**config.mk**
```make
export PLATFORM = sky130hd
export DESIGN_NAME = hash_block_accum
export DESIGN_NICKNAME = d
export VERILOG_FILES = /design/src/rtl/hacc_pkg.sv /design/src/rtl/hacc_resbuf.sv /design/src/rtl/hacc_digest.sv /design/src/rtl/hacc_ctrl.sv /design/src/rtl/hash_block_accum.sv
export SDC_FILE = /design/constraint.sdc
export NUM_CORES = 1
export LEC_CHECK = 0
export ABC_CLOCK_PERIOD_IN_PS = 2460
export BUFFER_PORTS_ARGS = -buffer_cell sky130_fd_sc_hd__buf_4
export CAP_MARGIN = 20
export CORE_AREA = 10 10 418 420
export DETAILED_ROUTE_END_ITERATION = 8
export DIE_AREA = 0 0 428 430
export PLACE_DENSITY = 0.41
export SETUP_SLACK_MARGIN = 0.02
export SLEW_MARGIN = 25
export SYNTH_ARGS = -nofsm -noshare
export SYNTH_HDL_FRONTEND = slang
export SYNTH_SLANG_ARGS = --single-unit
```
**constraint.sdc**
```tcl
create_clock -name clk -period 2.46 [get_ports clk]
set_input_delay 0.123 -clock clk [delete_from_list [all_inputs] [get_ports clk]]
set_output_delay 0.123 -clock clk [all_outputs]
set_load 0.03 [all_outputs]
```
**src/rtl/hacc_pkg.sv**
```systemverilog
package hacc_pkg;
  typedef enum logic [2:0] {
    ST_IDLE, ST_ACT, ST_STRM, ST_SEND, ST_WAIT, ST_OUT
  } hacc_state_e;

  localparam logic [1:0] ERR_NONE  = 2'd0;
  localparam logic [1:0] ERR_STATE = 2'd1;
  localparam logic [1:0] ERR_ARG   = 2'd2;

  localparam int DIG_BYTES  = 32;
  localparam int DIG_W      = DIG_BYTES * 8;
  localparam int SHA1_BYTES = 20;

  localparam logic [5:0] NEED_SHA1   = 6'd20;
  localparam logic [5:0] NEED_SHA256 = 6'd32;

  localparam logic [DIG_W-1:0] EMPTY_SHA1 =
    {160'hda39a3ee5e6b4b0d3255bfef95601890afd80709, 96'h0};
  localparam logic [DIG_W-1:0] EMPTY_SHA256 =
    256'he3b0c44298fc1c149afbf4c8996fb92427ae41e4649b934ca495991b7852b855;
endpackage

```
**src/rtl/hacc_resbuf.sv**
```systemverilog
module hacc_resbuf #(
  parameter int BLK_BYTES = 64,
  localparam int CNT_W = $clog2(BLK_BYTES + 1),
  localparam int IDX_W = $clog2(BLK_BYTES)
) (
  input  logic                   clk,
  input  logic                   rst_n,
  input  logic                   wr_en,
  input  logic [7:0]             wr_byte,
  input  logic                   clr,
  output logic [CNT_W-1:0]       fill,
  output logic [BLK_BYTES*8-1:0] flat
);
  localparam logic [CNT_W-1:0] BLK_CNT = CNT_W'(BLK_BYTES);

  logic [7:0] mem [BLK_BYTES];

  always_ff @(posedge clk or negedge rst_n) begin
    if (!rst_n) begin
      fill <= '0;
      for (int i = 0; i < BLK_BYTES; i++) mem[i] <= '0;
    end else if (clr) begin
      fill <= '0;
      for (int i = 0; i < BLK_BYTES; i++) mem[i] <= '0;
    end else if (wr_en && fill < BLK_CNT) begin
      mem[fill[IDX_W-1:0]] <= wr_byte;
      fill <= fill + CNT_W'(1);
    end
  end

  for (genvar g = 0; g < BLK_BYTES; g++) begin : g_pack
    assign flat[8*g +: 8] = mem[g];
  end


  no_overfill_chk: assert property (@(posedge clk) disable iff (!rst_n)
    wr_en |-> fill < BLK_CNT);
endmodule

```
**src/rtl/hacc_digest.sv**
```systemverilog
module hacc_digest
  import hacc_pkg::*;
(
  input  logic             clk,
  input  logic             rst_n,
  input  logic             ld_const,
  input  logic             ld_eng,
  input  logic             alg,
  input  logic [DIG_W-1:0] eng_res,
  output logic [DIG_W-1:0] dig
);
  logic [DIG_W-1:0] rev;

  for (genvar k = 0; k < DIG_BYTES; k++) begin : g_rev
    if (k < SHA1_BYTES) begin : g_all
      assign rev[DIG_W-1-8*k -: 8] = eng_res[8*k +: 8];
    end else begin : g_wide
      assign rev[DIG_W-1-8*k -: 8] = alg ? eng_res[8*k +: 8] : 8'h00;
    end
  end

  always_ff @(posedge clk or negedge rst_n) begin
    if (!rst_n)        dig <= '0;
    else if (ld_const) dig <= alg ? EMPTY_SHA256 : EMPTY_SHA1;
    else if (ld_eng)   dig <= rev;
  end


  load_excl_chk: assert property (@(posedge clk) disable iff (!rst_n)
    !(ld_const && ld_eng));
endmodule

```
**src/rtl/hacc_ctrl.sv**
```systemverilog
module hacc_ctrl
  import hacc_pkg::*;
#(
  parameter int LEN_W = 16,
  parameter int BLK_BYTES = 64,
  localparam int CNT_W = $clog2(BLK_BYTES + 1)
) (
  input  logic             clk,
  input  logic             rst_n,
  input  logic             init_req,
  input  logic             alg_sel,
  input  logic             upd_req,
  input  logic [LEN_W-1:0] upd_len,
  input  logic             fin_req,
  input  logic [5:0]       fin_room,
  input  logic             in_valid,
  output logic             in_ready,
  output logic             job_valid,
  input  logic             job_ready,
  output logic             job_first,
  output logic             job_final,
  output logic             job_alg,
  input  logic             eng_done,
  output logic             dig_valid,
  input  logic             dig_ready,
  output logic             err_valid,
  output logic [1:0]       err_code,
  input  logic [CNT_W-1:0] fill,
  output logic             buf_wr,
  output logic             buf_clr,
  output logic             dig_ld_const,
  output logic             dig_ld_eng
);
  localparam logic [CNT_W-1:0] BLK_CNT  = CNT_W'(BLK_BYTES);
  localparam logic [CNT_W-1:0] LAST_CNT = CNT_W'(BLK_BYTES - 1);

  hacc_state_e      state;
  logic             first_q, alg_q, closing_q;
  logic [LEN_W-1:0] rem_q;

  logic             job_take, dig_take, init_ok, upd_cmd, fin_cmd;
  logic             ovf, fin_short, fin_empty;
  logic [LEN_W-1:0] space_left;

  assign in_ready  = (state == ST_STRM);
  assign job_valid = (state == ST_SEND);
  assign dig_valid = (state == ST_OUT);
  assign job_first = first_q;
  assign job_final = closing_q;
  assign job_alg   = alg_q;

  assign buf_wr   = in_valid && in_ready;
  assign job_take = job_valid && job_ready;
  assign dig_take = dig_valid && dig_ready;

  assign init_ok = init_req && (state == ST_IDLE);
  assign upd_cmd = upd_req && !init_req;
  assign fin_cmd = fin_req && !init_req && !upd_req;

  assign space_left = {LEN_W{1'b1}} - LEN_W'(fill);
  assign ovf        = upd_len > space_left;
  assign fin_short  = fin_room < (alg_q ? NEED_SHA256 : NEED_SHA1);
  assign fin_empty  = first_q && (fill == '0);

  assign buf_clr      = job_take || init_ok || dig_take;
  assign dig_ld_const = fin_cmd && (state == ST_ACT) && !fin_short && fin_empty;
  assign dig_ld_eng   = (state == ST_WAIT) && eng_done;

  always_ff @(posedge clk or negedge rst_n) begin
    if (!rst_n) begin
      state     <= ST_IDLE;
      first_q   <= 1'b0;
      alg_q     <= 1'b0;
      closing_q <= 1'b0;
      rem_q     <= '0;
      err_valid <= 1'b0;
      err_code  <= ERR_NONE;
    end else begin
      err_valid <= 1'b0;
      err_code  <= ERR_NONE;
      if (init_req) begin
        if (init_ok) begin
          alg_q   <= alg_sel;
          first_q <= 1'b1;
          state   <= ST_ACT;
        end else begin
          err_valid <= 1'b1;
          err_code  <= ERR_STATE;
        end
      end else if (upd_cmd) begin
        if (state != ST_ACT) begin
          err_valid <= 1'b1;
          err_code  <= ERR_STATE;
        end else if (upd_len == '0 || ovf) begin
          err_valid <= 1'b1;
          err_code  <= ERR_ARG;
        end else begin
          rem_q <= upd_len;
          state <= ST_STRM;
        end
      end else if (fin_cmd) begin
        if (state != ST_ACT) begin
          err_valid <= 1'b1;
          err_code  <= ERR_STATE;
        end else if (fin_short) begin
          err_valid <= 1'b1;
          err_code  <= ERR_ARG;
        end else if (fin_empty) begin
          state <= ST_OUT;
        end else begin
          closing_q <= 1'b1;
          state     <= ST_SEND;
        end
      end

      case (state)
        ST_STRM: if (buf_wr) begin
          rem_q <= rem_q - LEN_W'(1);
          if (fill == LAST_CNT)          state <= ST_SEND;
          else if (rem_q == LEN_W'(1))   state <= ST_ACT;
        end
        ST_SEND: if (job_ready) begin
          first_q <= 1'b0;
          if (closing_q)          state <= ST_WAIT;
          else if (rem_q == '0)   state <= ST_ACT;
          else                    state <= ST_STRM;
        end
        ST_WAIT: if (eng_done) state <= ST_OUT;
        ST_OUT: if (dig_ready) begin
          state     <= ST_IDLE;
          closing_q <= 1'b0;
          first_q   <= 1'b0;
        end
        default: ;
      endcase
    end
  end


  job_hold_chk: assert property (@(posedge clk) disable iff (!rst_n)
    job_valid && !job_ready |=> job_valid);

  dig_hold_chk: assert property (@(posedge clk) disable iff (!rst_n)
    dig_valid && !dig_ready |=> dig_valid);

  short_job_final_chk: assert property (@(posedge clk) disable iff (!rst_n)
    job_valid && (fill != BLK_CNT) |-> job_final);

  first_drop_chk: assert property (@(posedge clk) disable iff (!rst_n)
    job_valid && job_ready |=> !job_first);

  act_partial_chk: assert property (@(posedge clk) disable iff (!rst_n)
    (state == ST_ACT) |-> fill < BLK_CNT);

  alg_hold_chk: assert property (@(posedge clk) disable iff (!rst_n)
    (state != ST_IDLE) && $past(state != ST_IDLE) |-> $stable(alg_q));
endmodule

```
**src/rtl/hash_block_accum.sv**
```systemverilog
module hash_block_accum
  import hacc_pkg::*;
#(
  parameter int LEN_W = 16,
  parameter int BLK_BYTES = 64
) (
  input  logic                             clk,
  input  logic                             rst_n,
  input  logic                             init_req,
  input  logic                             alg_sel,
  input  logic                             upd_req,
  input  logic [LEN_W-1:0]                 upd_len,
  input  logic                             fin_req,
  input  logic [5:0]                       fin_room,
  input  logic                             in_valid,
  output logic                             in_ready,
  input  logic [7:0]                       in_data,
  output logic                             job_valid,
  input  logic                             job_ready,
  output logic [BLK_BYTES*8-1:0]           job_data,
  output logic [$clog2(BLK_BYTES+1)-1:0]   job_len,
  output logic                             job_first,
  output logic                             job_final,
  output logic                             job_alg,
  input  logic                             eng_done,
  input  logic [255:0]                     eng_result,
  output logic                             dig_valid,
  input  logic                             dig_ready,
  output logic [255:0]                     dig_data,
  output logic                             err_valid,
  output logic [1:0]                       err_code
);
  localparam int CNT_W = $clog2(BLK_BYTES + 1);

  logic [CNT_W-1:0] fill;
  logic buf_wr, buf_clr, ld_const, ld_eng;

  hacc_ctrl #(.LEN_W(LEN_W), .BLK_BYTES(BLK_BYTES)) u_ctrl (
    .clk(clk), .rst_n(rst_n),
    .init_req(init_req), .alg_sel(alg_sel),
    .upd_req(upd_req), .upd_len(upd_len),
    .fin_req(fin_req), .fin_room(fin_room),
    .in_valid(in_valid), .in_ready(in_ready),
    .job_valid(job_valid), .job_ready(job_ready),
    .job_first(job_first), .job_final(job_final), .job_alg(job_alg),
    .eng_done(eng_done),
    .dig_valid(dig_valid), .dig_ready(dig_ready),
    .err_valid(err_valid), .err_code(err_code),
    .fill(fill), .buf_wr(buf_wr), .buf_clr(buf_clr),
    .dig_ld_const(ld_const), .dig_ld_eng(ld_eng)
  );

  hacc_resbuf #(.BLK_BYTES(BLK_BYTES)) u_buf (
    .clk(clk), .rst_n(rst_n),
    .wr_en(buf_wr), .wr_byte(in_data), .clr(buf_clr),
    .fill(fill), .flat(job_data)
  );

  hacc_digest u_dig (
    .clk(clk), .rst_n(rst_n),
    .ld_const(ld_const), .ld_eng(ld_eng), .alg(job_alg),
    .eng_res(eng_result), .dig(dig_data)
  );

  assign job_len = fill;
endmodule

```
==> metrics.txt, run 1 <==
status=finished clean; startpoint types=flip-flop; initial antenna violation count=13; Slew headroom=36.2%; vias=31.4k; post-synth top area share=60.2%; number of synthesized register bits=800; largest net degree at the start of global routing=86; Syn Inst Count=3199; Initial Util=20.0%; critical path cell sequence=ha_2 > o21a_1 > a21oi_4 > buf_6 > nor4_4 > nor2_4 > buf_12 > buf_12 > a221o_1; clock-pin slew on the worst setup and hold paths=0.06 ns; Ports=1080; mean post-synth cell area=10.4 sq um; commonest non-fill, non-tap cell in the layout=buf_4; CTS sink cnt=800; vias in the first global route=31.8k; Syn Nets=3508; TritonCTS clock tree=built; critical path class=flip-flop to flip-flop; clk_lat worst skew=0.73 ns; FMAX=418 MHz; port bufs=1077; nets=4916; actual slew at the worst max-slew pin=0.957 ns; DR vias/cell=4.56; core area=166000 sq um; leading register cell type out of synthesis=dfrtp_1; CTS Root Buffer Type=clkbuf_16; Peak VDD IR=0.655 mV; CTS HTree Levels=3; critical path endpoint category=flip-flop; post-synthesis cell type count=67; Die Height=430 microns; Final Setup Violations=0; CP most frequent cell=buf_12; DRC=0; Finished Layout Cells=6896; commonest cells after routing, fill and taps aside=1235 x buf_4, 799 x dfrtp_1, 484 x nand2_1; crit-path max FO=22; # rows=150; die width=428 microns; Worst Path Required=3.04 ns; Seq/Total Area, Yosys=60.2%; Post-DRT Antenna Nets=0; total chip power=50.7 mW; area grow syn2layout=56.8%; share of layout cells above drive strength 1=32.7%; Worst Skew=0.0560 ns; Post-synth EDFFs=0; first-pass GRT wire length=268 mm; mapped cell area=33200 sq um; DP HPWL=142 mm; Max Buffers Root-to-Sink=3; fraction of registers with async set/reset=100%; die area=184000 sq um; Leak=23.9 nW; TritonCTS buffer count=97; total congestion overflow=0; CP max stage cell=dfrtp_2; Critical Path AT=2.97 ns; RD Place Congestion=0.878; power density over the cells=972 nW/um^2; final hold violations=0; Ys Warns=0; hold crit path type=input port to async pin; # placed instances=6401; reg2reg setup slack=0.07 ns; Final Max Slew Viols=0; CP max stage delay=0.43 ns; Synth area leader=dfrtp_1; Total GRT Usage=19.9%; largest cells by area after synthesis=dfrtp_1 60%, a21oi_1 6.7%, mux2i_1 6.3%; TritonRoute pass-1 iters=5; Post-Route WL=193 mm; Period Utilization, post-route=97.3%; drt initial violations=2595; Routed wire per std cell=27.9 microns; Max Cap Viol=0; RSZ-0062 raised after global routing=yes; post-route minimum period=2.39 ns
registers in the layout, summed over array words and instances, names as in the netlist, 2 cells and up:
name / flops
u_buf.fill: 7
u_ctrl.err_code: 2
u_buf.flat: 512
u_dig.dig: 256
u_ctrl.rem_q: 16
u_ctrl.state: 3
cells by family (layout without fill, tap and decap cells):
| family | after synthesis | count (layout) | synth area share (%) |
|---|---|---|---|
| buf+inv | 312 | 1796 | 3.84 |
| other cells | 0 | 9 | 0 |
| fa+ha+maj | 13 | 13 | 0.489 |
| flops | 800 | 800 | 60.2 |
| compound gates | 672 | 672 | 12.8 |
| xor+xnor | 5 | 5 | 0.132 |
| simple gates | 1186 | 1186 | 16.2 |
| mux | 211 | 211 | 6.36 |
cells in the mapped netlist, types with 5 or more instances:
cell,count
nor4_1,12
or3_1,7
buf_2,55
o211ai_1,5
nand3_1,392
o21ai_0,9
or4_1,7
nor3b_1,7
a22o_1,51
nor2_1,196
clkbuf_1,209
inv_1,12
o2bb2ai_1,45
mux2i_1,210
ha_1,13
dfrtp_1,800
or2_2,5
nand2b_1,6
nor2_2,13
nor4_4,5
a21oi_1,446
nand2_1,490
a221o_1,78
buf_1,29
o31ai_1,8
nor3_1,11
final timing paths:
path / startpoint / endpoint / cells after the start
min in group clk: in_valid / u_buf.fill[4] / 6
min: rst_n / u_dig.dig[105] / 2
max reg2reg: u_ctrl.job_alg / u_dig.dig[177] / 9
max in group asynchronous: rst_n / u_dig.dig[234] / 3
min reg2reg: u_dig.dig[55] / u_dig.dig[55] / 1
max: u_ctrl.job_alg / u_dig.dig[177] / 9
metal layers:
metal	track usage [%]	vias up	part of all wire (%)
li1	-	14000	-
met1	25.1	16100	42
met4	7.92	6	4.1
met2	33.2	1081	49
met5	0	-	0.022
met3	4.09	249	5.6
where the power goes:
group	leakage, nW	switching (mW)	internal, mW	total (mW)
sequential	10.8	1.65	15.5	17.1
clock	1.64	6.34	8.95	15.3
combinational	11.5	11.7	6.63	18.3
worst max-delay path, delay by kind of cell (launching register included):
| family | cells | cell delay [ns] |
|---|---|---|
| buf+inv | 3 | 0.46 |
| flops | 1 | 0.43 |
| fa+ha+maj | 1 | 0.32 |
| compound gates | 3 | 0.51 |
| simple gates | 2 | 0.49 |
per-stage QoR:
step	util, %	instance area (sq um)	setup TNS [ns]	hold slack [ns]	worst slack [ns]
2_1_floorplan	-	33300	0	-0.173	0.00265
3_3_place_gp	27.3	45400	-23.22	0.160	-0.319
3_5_place_dp	27.3	45400	-3.81	0.150	-0.119
4_1_cts	31.2	51800	0	0.00750	0.0231
5_1_grt	31.3	52100	-3.08	0.00771	-0.0739
6_report	31.4	52100	0	0.00641	0.0664
area by class of cell:
class / instances / area [sq um]
Clock inverter: 32 / 514
Clock buffer: 143 / 2830
Sequential cell: 800 / 20000
Tap cell: 2204 / 2760
Antenna cell: 9 / 22.5
Timing Repair Buffer: 1609 / 13800
Fill cell: 17400 / 114000
Multi-Input combinational cell: 2087 / 12100
Inverter: 12 / 45.0
timing repair:
item | in CTS | in global routing
cloned | 2 | 8
setup endpoints to repair | 168 | 242
setup buffers | 4 | 5
hold buffers | 292 | 0
resized for setup | 8 | 21
pin swaps | 2 | 5
endpoints found under the hold margin | 1187 | 0
(Power assumes the default switching activity.)
==> run 2: changes to the inputs <==
--- a/config.mk
+++ b/config.mk
@@ -8,10 +8,10 @@
 export ABC_CLOCK_PERIOD_IN_PS = 2460
 export BUFFER_PORTS_ARGS = -buffer_cell sky130_fd_sc_hd__buf_4
 export CAP_MARGIN = 20
-export CORE_AREA = 10 10 418 420
+export CORE_AREA = 10 10 411 413
 export DETAILED_ROUTE_END_ITERATION = 8
-export DIE_AREA = 0 0 428 430
-export PLACE_DENSITY = 0.41
+export DIE_AREA = 0 0 421 423
+export PLACE_DENSITY = 0.42
 export SETUP_SLACK_MARGIN = 0.02
 export SLEW_MARGIN = 25
 export SYNTH_ARGS = -nofsm -noshare
==> metrics.txt, run 2 (same netlist as run 1, synthesis figures left out) <==
status=finished clean (unchanged); first-pass GRT wire length=267 mm (was 268 mm); vias in the first global route=31.4k (was 31.8k); R2R depth=8 (was 9); WHS=0.109 ns (was 0.00641 ns); # rows=147 (was 150); Worst R2R Start=u_ctrl.job_alg (unchanged); CP max stage delay=0.57 ns (was 0.43 ns); final hold violations=0 (unchanged); TritonCTS clock tree=built (unchanged); Sw Share=38.9% (was 38.7%); commonest cells after routing, fill and taps aside=1210 x buf_4, 799 x dfrtp_1, 488 x nand2_1 (was 1235 x buf_4, 799 x dfrtp_1, 484 x nand2_1); Worst Hold Launch=in_valid; Ports=1080 (unchanged); Final Core Density=32.3% (was 31.4%); Worst Skew=0.0484 ns (was 0.0560 ns); switching power=19.7 mW (was 19.6 mW); WHS Path Cells=5; TritonRoute pass-1 iters=5 (unchanged); power density over the cells=980 nW/um^2 (was 972 nW/um^2); Max Cap Viol=0 (unchanged); hold crit path type=input port to flip-flop (was input port to async pin); total congestion overflow=0 (unchanged); Worst Slack Setup Final=0.0929 ns (was 0.0664 ns); clk_lat worst skew=0.73 ns (about the same); commonest non-fill, non-tap cell in the layout=buf_4 (unchanged); Die Height=423 microns (was 430 microns); Clock Power Share=30.7% (was 30.1%); DR vias/cell=4.62 (was 4.56); area grow syn2layout=55.5% (was 56.8%); RSZ-0062 raised after global routing=yes (unchanged); Final Setup Violations=0 (unchanged); drt initial violations=2693 (was 2595); Logic pwr share=35.4% (was 36.1%); share of layout cells above drive strength 1=32.2% (was 32.7%); crit-path max FO=86 (was 22); Post-Route WL=192 mm (was 193 mm); actual slew at the worst max-slew pin=0.847 ns (was 0.957 ns); max reg flops=512 (unchanged); Total GRT Usage=20.6% (was 19.9%); Post-DRT Antenna Nets=0 (unchanged); FMAX=422 MHz (was 418 MHz); core area=160000 sq um (was 166000 sq um); critical path class=flip-flop to flip-flop (unchanged); Critical Path AT=2.93 ns (was 2.97 ns); Slew headroom=43.5% (was 36.2%); CP max stage cell=or4_1 (was dfrtp_2); worst r2r dst=u_dig.dig[58] (was u_dig.dig[177]); vias=31.5k (was 31.4k); port bufs=1077 (unchanged); clock-pin slew on the worst setup and hold paths=0.06 ns (about the same); TritonCTS buffer count=99 (was 97); reg2reg setup slack=0.09 ns (was 0.07 ns); nets=4880 (was 4916); Hold Crit Endpoint=u_ctrl.rem_q[2]; DP HPWL=142 mm (about the same); die area=178000 sq um (was 184000 sq um); CTS sink cnt=800 (unchanged); Routed wire per std cell=28.2 microns (was 27.9 microns); Finished Layout Cells=6817 (was 6896); initial antenna violation count=15 (was 13); Int Pwr=31.0 mW (was 31.1 mW); DP Worst Slack=-0.318 ns (was -0.119 ns); CTS Root Buffer Type=clkbuf_16 (unchanged); startpoint types=flip-flop (unchanged); sequential share of power=33.9% (was 33.8%); die width=421 microns (was 428 microns); CTS HTree Levels=3 (unchanged); RD Place Congestion=0.915 (was 0.878); Initial Util=20.7% (was 20.0%); Period Utilization, post-route=96.2% (was 97.3%); DRC=0 (unchanged); critical path endpoint category=flip-flop (unchanged); # placed instances=6333 (was 6401); Leak=23.7 nW (was 23.9 nW); Final Max Slew Viols=0 (unchanged); Peak VDD IR=0.550 mV (was 0.655 mV); Max Buffers Root-to-Sink=3 (unchanged); critical path cell sequence=ha_1 > or4_1 > a21oi_4 > buf_4 > nor4_4 > buf_12 > a21oi_1 > o2bb2ai_1 (was ha_2 > o21a_1 > a21oi_4 > buf_6 > nor4_4 > nor2_4 > buf_12 > buf_12 > a221o_1); Worst Path Required=3.03 ns (was 3.04 ns); largest net degree at the start of global routing=87 (was 86); post-route minimum period=2.37 ns (was 2.39 ns)
-- run 2: power by group through the flow --
stage               Combinational (mW)  Sequential (mW)  Clock [mW]
global route                      18.8             17.4        16.5
finish                            17.9             17.1        15.5
detailed placement                17.5             17.3           0
CTS                               18.1             17.1        15.9
global placement                  17.5             17.3           0
floorplan                         5.07             21.2           0
-- run 2: metal layers --
layer | share of wire (%) | global-route usage [%]
met1 | 42 | 26.1
met2 | 49 | 34.8
met3 | 5.6 | 4.24
met4 | 3.7 | 6.74
met5 | 0.037 | 0
-- run 2: layout make-up --
cell class / count / area [sq um]
fillers: 16600 / 109000
inverters: 12 / 45.0
repair buffers: 1569 / 13300
clock buffers: 144 / 2900
flip-flops and latches: 800 / 20000
clock inverters: 37 / 553
multi-input cells: 2089 / 12100
diodes: 6 / 15.0
well taps: 2160 / 2700
-- run 2: worst max-delay path by stage --
stage | to | cells after the start | startpoint | slack [ns]
finish | u_dig.dig[58] | 8 | u_ctrl.job_alg | 0.09
global route | u_dig.dig[105] | 5 | u_buf.fill[3] | 0.02
CTS | u_dig.dig[125] | 6 | u_ctrl.job_alg | 0.02
detailed placement | u_dig.dig[110] | 5 | u_buf.fill[3] | -0.32
global placement | u_dig.dig[218] | 5 | u_buf.fill[3] | -0.28
floorplan | u_dig.dig[234] | 11 | u_ctrl.job_alg | 0.003
-- run 2: what timing repair did --
| item | 4_1_cts | 5_1_grt |
|---|---|---|
| buffers inserted | 2 | 1 |
| hold endpoints to repair | 1183 | 0 |
| pin swaps | 2 | 1 |
| hold buffers | 292 | 0 |
| gates resized for setup | 2 | 18 |
| setup endpoints to repair | 99 | 126 |
| gates cloned | 2 | 0 |
-- run 2: metrics by stage --
step	TNS (ns)	total power, mW	cell area, sq um
floorplan	0	26.2	33300
global placement	-20.42	34.8	45100
global route	0	52.6	51700
detailed placement	-13.79	34.8	45100
CTS	0	51.1	51600
finish	0	50.6	51700
-- run 2: worst max-delay path: cells and delay by family (launching register included) --
family	cells	cell delay [ns]
AOI/OAI and AO/OA	3	0.57
adders and majority gates	1	0.19
buffers and inverters	2	0.37
DFF	1	0.42
and+or+nand+nor	2	0.63
==> run 3: changes to the inputs <==
--- a/config.mk
+++ b/config.mk
@@ -12,8 +12,9 @@
 export DETAILED_ROUTE_END_ITERATION = 8
 export DIE_AREA = 0 0 421 423
 export PLACE_DENSITY = 0.42
+export RECOVER_POWER = 100
 export SETUP_SLACK_MARGIN = 0.02
-export SLEW_MARGIN = 25
+export SLEW_MARGIN = 20
 export SYNTH_ARGS = -nofsm -noshare
 export SYNTH_HDL_FRONTEND = slang
 export SYNTH_SLANG_ARGS = --single-unit
==> metrics.txt, run 3 (same netlist as run 1, synthesis figures left out) <==
# placed instances=6332 (was 6333); DR vias/cell=4.62 (about the same); drt initial violations=2927 (was 2693); first-pass GRT wire length=267 mm (about the same); Routed wire per std cell=28.2 microns (about the same); die area=178000 sq um (unchanged); dpl cell area=45100 sq um (about the same); power density over the cells=998 nW/um^2 (was 980 nW/um^2); Seq. cell area=20000 sq um (unchanged); CTS sink cnt=800 (unchanged); critical path cell sequence=ha_4 > or4_4 > a21oi_4 > buf_6 > nor4_4 > nor2_4 > buf_12 > clkbuf_16 > o2bb2ai_1 (was ha_1 > or4_1 > a21oi_4 > buf_4 > nor4_4 > buf_12 > a21oi_1 > o2bb2ai_1); Final Max Slew Viols=0 (unchanged); Total GRT Usage=20.6% (about the same); clock-pin slew on the worst setup and hold paths=0.06 ns (about the same); Logic pwr share=33.5% (was 35.4%); setup_tns=0 ns (unchanged); max reg flops=512 (unchanged); Max Buffers Root-to-Sink=3 (unchanged); multi-input logic area=12200 sq um (was 12100 sq um); nets=4887 (was 4880); RD Place Congestion=0.915 (unchanged); DRC=0 (unchanged); CP max stage delay=0.54 ns (was 0.57 ns); CTS HTree Levels=3 (unchanged); TritonCTS buffer count=100 (was 99); Fill cells=17.2k (was 16.6k); Int Pwr=28.9 mW (was 31.0 mW); RSZ-0062 raised after global routing=yes (unchanged); Final Setup Violations=0 (unchanged); CTS Root Buffer Type=clkbuf_16 (unchanged); # rows=147 (unchanged); Peak VDD IR=0.696 mV (was 0.550 mV); Post-Route WL=193 mm (was 192 mm); total congestion overflow=0 (unchanged); Sw Share=40.5% (was 38.9%); die width=421 microns (unchanged); Critical Path AT=2.96 ns (was 2.93 ns); Period Utilization, post-route=95.8% (was 96.2%); Worst Path Required=3.07 ns (was 3.03 ns); area grow syn2layout=46.5% (was 55.5%); Slew headroom=13.7% (was 43.5%); initial antenna violation count=16 (was 15); critical path class=flip-flop to flip-flop (unchanged); final hold violations=0 (unchanged); CP max stage cell=or4_4 (was or4_1); Clock Power Share=31.3% (was 30.7%); startpoint types=flip-flop (unchanged); FMAX=424 MHz (was 422 MHz); vias=31.5k (about the same); Die Height=423 microns (unchanged); share of layout cells above drive strength 1=15.3% (was 32.2%); crit-path max FO=14 (was 86); port bufs=1077 (unchanged); actual slew at the worst max-slew pin=1.29 ns (was 0.847 ns); Max Cap Viol=0 (unchanged); Worst Skew=0.0661 ns (was 0.0484 ns); TritonCTS clock tree=built (unchanged); Ports=1080 (unchanged); Post-DRT Antenna Nets=0 (unchanged); vias in the first global route=31.5k (was 31.4k); clk_lat worst skew=0.74 ns (was 0.73 ns); Crit path max-delay family=simple AND/OR/NAND/NOR gates (unchanged); commonest cells after routing, fill and taps aside=809 x clkbuf_1, 799 x dfrtp_1, 490 x nand2_1 (was 1210 x buf_4, 799 x dfrtp_1, 488 x nand2_1); Worst Path Buf+Inv=3 (was 2); core area=160000 sq um (unchanged); commonest non-fill, non-tap cell in the layout=clkbuf_1 (was buf_4); TritonRoute pass-1 iters=8 (was 5); largest net degree at the start of global routing=87 (unchanged); Finished Layout Cells=6824 (was 6817); DP HPWL=142 mm (about the same); post-route cell area=48700 sq um (was 51700 sq um); hold crit path type=input port to flip-flop (unchanged); Leak=20.4 nW (was 23.7 nW); sequential share of power=35.2% (was 33.9%); Initial Util=20.7% (unchanged); post-route minimum period=2.36 ns (was 2.37 ns); status=finished clean (unchanged); critical path endpoint category=flip-flop (unchanged); switching power=19.7 mW (about the same)
-- run 3: changes by cell type in the layout (fill, tap and decap cells not counted), moves of 5 or more --
cell / delta
clkbuf_2: +7
buf_6: +5
buf_12: -11
buf_4: -796
clkbuf_4: +7
bufinv_16: -5
clkbuf_1: +789
-- run 3: routing by layer --
layer	vias up	part of all wire (%)	global-route usage, %	wire length, microns
met5	-	0.038	0	74
met4	12	4.1	7.78	7870
met3	256	6.3	4.32	12100
met2	1151	48	34.3	93000
met1	16100	41	26.0	79500
li1	14000	-	-	-
-- run 3: final cells by class --
cell class	instances	share of cell area [%]
Tap cell	2160	5.55
Sequential cell	800	41.1
Timing Repair Buffer	1573	21.3
Multi-Input combinational cell	2091	25.0
Inverter	12	0.0925
Clock buffer	151	6.13
Antenna cell	6	0.0308
Clock inverter	31	0.812
-- run 3: path summary, 6_finish.rpt --
| path | from | to | slack (ns) | cells past startpoint |
|---|---|---|---|---|
| max | u_ctrl.job_alg | u_dig.dig[28] | 0.10 | 9 |
| min | fin_room[3] | u_ctrl.err_code[1] | 0.05 | 6 |
| max reg2reg | u_ctrl.job_alg | u_dig.dig[28] | 0.10 | 9 |
| min reg2reg | u_dig.dig[52] | u_dig.dig[52] | 0.49 | 1 |
| max in group asynchronous | rst_n | u_dig.dig[70] | 0.27 | 3 |
| min in group asynchronous | rst_n | u_buf.flat[502] | 0.86 | 3 |
-- run 3: power by group through the flow --
stage	clock [mW]	combinational [mW]	sequential [mW]
floorplan	0	5.07	21.2
global placement	0	17.5	17.3
detailed placement	0	17.6	17.2
CTS	15.6	18.2	17.1
global route	16.2	17.1	17.3
finish	15.2	16.3	17.1
-- run 3: worst reg2reg max path, delay by kind of cell (launching register included) --
family,cells,cell delay [ns]
DFF,1,0.44
AOI/OAI and AO/OA,2,0.29
buffers and inverters,3,0.55
and+or+nand+nor,3,0.77
adders and majority gates,1,0.17
-- run 3: through the flow --
stage / util [%] / power (mW) / setup WS (ns) / hold WS [ns]
after global placement: 28.2 / 34.8 / -0.278 / 0.166
after detailed placement: 28.2 / 34.8 / -0.336 / 0.169
after CTS: 32.2 / 50.8 / 0.0159 / 0.0301
after global routing: 30.4 / 50.6 / 0.00543 / 0.0603
after floorplan: - / 26.2 / 0.00265 / -0.173
final: 30.4 / 48.6 / 0.104 / 0.0501
-- run 3: repair_timing --
item,in CTS,in global routing
hold buffers,293,0
setup endpoints to repair,112,116
gates cloned,3,3
hold endpoints to repair,1167,0
setup buffers,2,3
gates resized for setup,5,30
pin swaps,2,7
